<file path="src/rtl/sof_pkg.sv">
package sof_pkg;
    localparam int FRAME_W = 11;
    localparam int RPT_W   = 4;
    localparam int TMR_W   = 12;
    localparam int STAT_W  = 32;

    typedef struct packed {
        logic [RPT_W-1:0]   rpt;
        logic               rsv_hi;
        logic [FRAME_W-1:0] frame;
        logic [3:0]         rsv_lo;
        logic [TMR_W-1:0]   timer;
    } sof_status_t;

    function automatic sof_status_t pack_status(
        input logic [RPT_W-1:0]   rpt,
        input logic [FRAME_W-1:0] frame,
        input logic [TMR_W-1:0]   timer
    );
        sof_status_t s;
        s.rpt    = rpt;
        s.rsv_hi = 1'b0;
        s.frame  = frame;
        s.rsv_lo = 4'd0;
        s.timer  = timer;
        return s;
    endfunction
endpackage

</file>
<file path="src/rtl/sof_tick_gen.sv">
module sof_tick_gen #(
    parameter int TICK_DIV = 30
) (
    input  logic clk,
    input  logic rst,
    input  logic restart,
    output logic tick
);
    localparam int PW = (TICK_DIV > 1) ? $clog2(TICK_DIV) : 1;
    localparam logic [PW-1:0] LAST = PW'(TICK_DIV - 1);

    logic [PW-1:0] cnt;

    assign tick = (cnt == LAST);

    always_ff @(posedge clk) begin
        if (rst || restart || tick) cnt <= '0;
        else                        cnt <= cnt + 1'b1;
    end
endmodule

</file>
<file path="src/rtl/sof_frame_track.sv">
module sof_frame_track
    import sof_pkg::*;
(
    input  logic               clk,
    input  logic               rst,
    input  logic               sof_valid,
    input  logic [FRAME_W-1:0] sof_frame,
    output logic [FRAME_W-1:0] frame,
    output logic [RPT_W-1:0]   rpt
);
    logic seen;
    logic same;

    assign same = seen && (sof_frame == frame);

    always_ff @(posedge clk) begin
        if (rst) begin
            seen  <= 1'b0;
            frame <= '0;
            rpt   <= '0;
        end else if (sof_valid) begin
            seen  <= 1'b1;
            frame <= sof_frame;
            if (!same)          rpt <= '0;
            else if (rpt != '1) rpt <= rpt + 1'b1;
        end
    end
endmodule

</file>
<file path="src/rtl/sof_subframe_timer.sv">
module sof_subframe_timer
    import sof_pkg::*;
(
    input  logic             clk,
    input  logic             rst,
    input  logic             restart,
    input  logic             tick,
    output logic [TMR_W-1:0] timer
);
    always_ff @(posedge clk) begin
        if (rst || restart)            timer <= '0;
        else if (tick && timer != '1)  timer <= timer + 1'b1;
    end
endmodule

</file>
<file path="src/rtl/sof_tracker.sv">
module sof_tracker
    import sof_pkg::*;
#(
    parameter int TICK_DIV = 30
) (
    input  logic               clk,
    input  logic               rst,
    input  logic               sof_valid,
    input  logic [FRAME_W-1:0] sof_frame,
    output logic [STAT_W-1:0]  status
);
    logic               tick;
    logic [FRAME_W-1:0] frame;
    logic [RPT_W-1:0]   rpt;
    logic [TMR_W-1:0]   timer;
    sof_status_t        st;

    sof_tick_gen #(.TICK_DIV(TICK_DIV)) u_tick (
        .clk(clk), .rst(rst), .restart(sof_valid), .tick(tick)
    );

    sof_frame_track u_frame (
        .clk(clk), .rst(rst), .sof_valid(sof_valid), .sof_frame(sof_frame),
        .frame(frame), .rpt(rpt)
    );

    sof_subframe_timer u_timer (
        .clk(clk), .rst(rst), .restart(sof_valid), .tick(tick), .timer(timer)
    );

    always_comb st = pack_status(rpt, frame, timer);
    assign status = st;
endmodule

</file>
<file path="config.mk">
export PLATFORM = sky130hd
export DESIGN_NAME = sof_tracker
export DESIGN_NICKNAME = d
export VERILOG_FILES = /design/src/rtl/sof_pkg.sv /design/src/rtl/sof_tick_gen.sv /design/src/rtl/sof_frame_track.sv /design/src/rtl/sof_subframe_timer.sv /design/src/rtl/sof_tracker.sv
export SDC_FILE = /design/constraint.sdc
export NUM_CORES = 1
export LEC_CHECK = 0
export BUFFER_PORTS_ARGS = -buffer_cell sky130_fd_sc_hd__buf_2
export CAP_MARGIN = 5
export CELL_PAD_IN_SITES_DETAIL_PLACEMENT = 0
export CELL_PAD_IN_SITES_GLOBAL_PLACEMENT = 2
export CORE_AREA = 2 2 75 77
export DETAILED_ROUTE_END_ITERATION = 12
export DIE_AREA = 0 0 77 79
export GPL_TIMING_DRIVEN = 0
export PLACE_DENSITY_LB_ADDON = 0.12
export SYNTH_ARGS = -nofsm -noshare
export SYNTH_HDL_FRONTEND = slang
export SYNTH_SLANG_ARGS = --single-unit
</file>
<file path="constraint.sdc">
create_clock -name clk -period 2.2 [get_ports clk]
set_input_delay 0 -clock clk [delete_from_list [all_inputs] [get_ports clk]]
set_output_delay 0 -clock clk [all_outputs]
set_load 0.05 [all_outputs]
</file>
# Word level (Yosys, flattened, before mapping)
# Cells that the tools add are included.
# Widths: inputs -> output; s select.
dict set report totals {
  input_bits 14
  elab_cells 20
  ff_bits 33
  out_inout_bits 32
}
dict set report classes {
  addsub 3
  reduce_logical 5
  mux 2
  n_eq_ne 5
}
# op count
set ops {}
lappend ops {{$add 12x1->12 const B} 1}
lappend ops {{$ne 12x12->1 const B} 1}
lappend ops {{$eq 11x11->1} 1}
lappend ops {{$mux 4} 2}
lappend ops {{$add 5x1->5 const B} 1}
lappend ops {{$eq 5x5->1 const B} 1}
lappend ops {{$add 4x1->4 const B} 1}
lappend ops {{$ne 4x4->1 const B} 1}
lappend ops {{$logic_and 1x1->1} 2}
lappend ops {{$logic_or 1x1->1} 2}
lappend ops {{$ne 2x2->1 const B} 1}
lappend ops {{$reduce_and 2->1} 1}

# Depth between registers and ports, before layout
dict set report depth {
  depth_word 4
  mapped_depth 6
}

# Cells and area by module
# From an unflattened synthesis, not the netlist that was laid out.
dict set report hier_totals {
  cells_unflattened 183
  hier_area_um2 1704.1
}
# mod seq_area_each_um2 instances cells_per_inst area_per_inst_um2
set modules_own_cells {}
lappend modules_own_cells {sof_frame_track 320.3 1 85 825.8}
lappend modules_own_cells {sof_subframe_timer 240.2 1 72 630.6}
lappend modules_own_cells {sof_tick_gen 100.1 1 20 206.4}
lappend modules_own_cells {sof_tracker 0.0 1 6 41.3}

# Worst setup path after synthesis
# No wires, ideal clock.
dict set report synth_path {
  kind {register to register}
  start {reg u_timer.timer[1]}
  end {reg u_timer.timer[3]}
  setup_time_ps 115
  arrival_ps 1691
  synth_period_minus_slack_ps 1806
  slack_ps 394
  path_stages_with_launch 6
  n_path_buf 1
  path_cell_list {dfxtp_1 ha_1 and4_4 buf_2 nor4_1 o21a_1}
}
dict set report synth_between {
  elab_chain_len 2
  word_cells_on_any_way 3
  cone_classes {1 x add/sub; 1 x eq/ne; 1 x reduce/logical}
}
# item line_no
set synth_rtl {}
lappend synth_rtl {{start: declaration} sof_subframe_timer.sv:8} ;# output logic [TMR_W-1:0] timer
lappend synth_rtl {{start signal: assignment} sof_subframe_timer.sv:12} ;# else if (tick && timer != '1) timer <= timer + 1'b1;
lappend synth_rtl {{branches (longest 2 deep; another with $add 12x1->12)} --}
# Several ways; the timed one is not identified.
# A chain may end at the register's enable or synchronous reset.

# Final worst setup path
dict set report layout_path {
  start {reg u_tick.cnt[0]}
  end {reg u_timer.timer[8]}
}
dict set report layout_between {
  elab_chain_len 2
}
# item line_no
set layout_rtl {}
lappend layout_rtl {{start: declaration} sof_tick_gen.sv:12} ;# logic [PW-1:0] cnt;
lappend layout_rtl {{start signal: assignment} sof_tick_gen.sv:18} ;# else cnt <= cnt + 1'b1;
lappend layout_rtl {{$eq 5x5->1} sof_tick_gen.sv:14} ;# assign tick = (cnt == LAST);
lappend layout_rtl {{$logic_and 1x1->1} sof_subframe_timer.sv:12}
# Every way passes these cells.

==> flow_summary.ini <==
[run_status]
status = completed

[worst_setup_path]
r2r-start = u_tick.cnt[0]
critPathTopFamily = simple AND/OR/NAND/NOR gates
endpoint_kind = flop
criticalPathCategory = reg2reg
r2r-end = u_timer.timer[8]
crit_buf_inv = 0
worstPathRequired_ps = 2420
cp-startpoint = u_tick.cnt[0]
r2r_slack_ps = 540
worst_setup_path_start_kind = flop
critPathSlowestCell = or4_1
critPathMaxFanout = 6
crit_arrival_ps = 1880
slowest_delay_ps = 430
path_cells = ha_1 > and4_4 > nand3_2 > or4_1 > a21oi_1
r2r_cells = 5

[layout]
syn_to_final_growth_pct = 29.39
n_antenna_cell = 0
layout-drive-gt1-share_pct = 26.45
fin_cells = 314
final_area_um2 = 2187
finalNetCount = 260

[worst_hold_path]
hold_path_depth = 2
min-delay-start = rst
holdPathEnd = u_frame.frame[0]
hp-class = in2reg

[route]
drt_iter0_markers = 35
drt.antenna.violating_nets = 0
routedWlPerCell_um = 11.84
first_pass_iters = 4
routed_wl_mm = 3.719
drc = 0
vias_per_cell = 4.809
routed-via-count = 1510

[place]
gp_congestion = 0.7224
dp_hpwl_mm = 2.809
dp.cells = 296
numPortBuffers = 39
dpl_cell_area_um2 = 1991

[floorplan]
start_util_pct = 31.67
die_x_um = 77
rows = 27
dieArea_um2 = 6083
coreArea_um2 = 5338
fp.dieH_um = 79
boundaryPins = 46

[sta]
finalHoldViolCount = 0
post-route-period-util_pct = 75.51
min_period_ps = 1661
max_freq_mhz = 602.0
finalMaxSlewViolations = 0
finalSetupViolCount = 0
rsz0062_at_grt = false
tns_ps = 0
clock_skew_ps = 7.417
hold_ws_ps = 15.58

[synth]
netlist_area_um2 = 1690
synthTopCellsByCount = dfxtp_1, nor2_1, mux2i_1
synth_cell_type_count = 41
synth.ff_latch_count = 33
synth-edff-count = 0
synth_top_area_share_pct = 39.08
synth_cells = 181
yosys.area.top_type = dfxtp_1
synth_warnings = 0
yosysSeqAreaShare_pct = 39.08
synth.avg_cell_area_um2 = 9.339
ys_top_cells_by_area = dfxtp_1, mux2i_1, xor2_1
ys_async_sr_fraction_pct = 0
yosys.cell_count.top_type = dfxtp_1
synth_ff_type = dfxtp_1

[clock_tree]
root_buffer = clkbuf_8
cts_max_path_buffers = 2
cts_tree = yes
clock_latency_ps = 290
clk_pin_slew_ps = 70
cts_setup_buffers = 0
cts_max_level = 2
clock-sinks = 33
cts_buffers = 5

[pwr]
seq_power_share_pct = 48.6
leakage_nw = 0.9447
swShare_pct = 27.66
combPwrFrac_pct = 14.9
vdd_drop_max_mv = 0.2909
p_int_uw = 929.5
p_clk_share_pct = 36.5
switchingPower_uw = 355.4
power.density_nw_per_um2 = 587.5

[grt]
grt_pass1_wl_mm = 6.354
grtUsageMet2_pct = 22.11
use_met3_pct = 4.545
grt_pass1_vias = 1444
antenna_found_initial = 0
grt_max_degree = 11
grt_usage_pct = 13.13
grt-ovfl-total = 0
busiest_layer = met2
met1_usage_pct = 15.04

[job]
max_cap_viol_count = 0
-- state kept, by name, indices dropped and copies added, names as in the netlist --
signal and count:
u_tick.cnt 5, u_frame.seen 1, u_timer.timer 12, u_frame.frame 11
u_frame.rpt 4
-- how the worst max path moves through the flow --
stage / end / cells after the start
after floorplan: u_timer.timer[3] / 5
after global placement: u_timer.timer[9] / 5
after detailed placement: u_timer.timer[8] / 5
after CTS: u_timer.timer[8] / 5
after global routing: u_timer.timer[8] / 5
final: u_timer.timer[8] / 5
-- layout by cell type (no fill, tap or decap), drive strengths merged, types with 2 or more instances in the layout --
master / count
a211oi: 2
a21oi: 10
a31oi: 2
and2: 4
and3: 3
and4: 6
buf: 49
clkbuf: 9
conb: 5
dfxtp: 33
dlygate4sd3: 11
ha: 4
inv: 3
mux2i: 11
nand2: 7
nand2b: 2
nand3: 7
nand4: 9
nor2: 20
nor4: 3
o211ai: 2
o21ai: 4
o31ai: 4
o41ai: 2
or3: 6
or4: 4
xnor2: 4
xor2: 10
-- stage by stage --
stage	power, mW	util [%]	worst slack (ps)
2_1_floorplan	0.7730	-	394.5
3_3_place_gp	0.8134	37.29	590.6
3_5_place_dp	0.8166	37.29	545.6
5_1_grt	1.343	40.98	412.5
6_report	1.285	40.98	538.8
4_1_cts	1.300	40.98	513.9
-- repair_timing --
action | CTS | global route
resized for setup | 0 | 0
hold endpoints to repair | 11 | 0
hold buffers | 11 | 0
-- power by group through the flow --
stage	combinational (mW)	sequential, mW	clock [mW]
floorplan	0.0945	0.679	0
global placement	0.176	0.638	0
detailed placement	0.178	0.638	0
CTS	0.193	0.625	0.482
global route	0.205	0.626	0.511
finish	0.191	0.625	0.469
-- cell type report --
type / instances / area, um2
Buffer: 12 / 76.32
Clock buffer: 7 / 86.33
Fill cell: 566 / 3151
Inverter: 3 / 11.26
Multi-Input combinational cell: 137 / 957.2
Sequential cell: 33 / 660.6
Tap cell: 72 / 90.09
Timing Repair Buffer: 50 / 305.3
-- worst reg2reg max path, cell delays in order (launching register included) --
cell and delay [ps]:
dfxtp_1 380, ha_1 200, and4_4 290, nand3_2 140
or4_1 430, a21oi_1 150
-- routing by layer --
layer	wire (um)	part of all wire [%]	vias up
li1	-	-	771
met1	1723	46	698
met2	1728	46	35
met3	201	5.4	6
met4	65	1.7	0
met5	0	0	-
-- cells by family (layout without fill, tap and decap cells) --
group	after synthesis	count (layout)	share of synthesized area [%]
flops	33	33	39.08
other cells	1	5	0.2218
simple gates	73	73	27.31
compound gates	30	30	11.47
mux	11	11	6.514
fa+ha+maj	4	4	2.961
xor+xnor	14	14	7.253
buf+inv	15	72	5.182
Note: power is estimated with default switching activity, not from simulation.
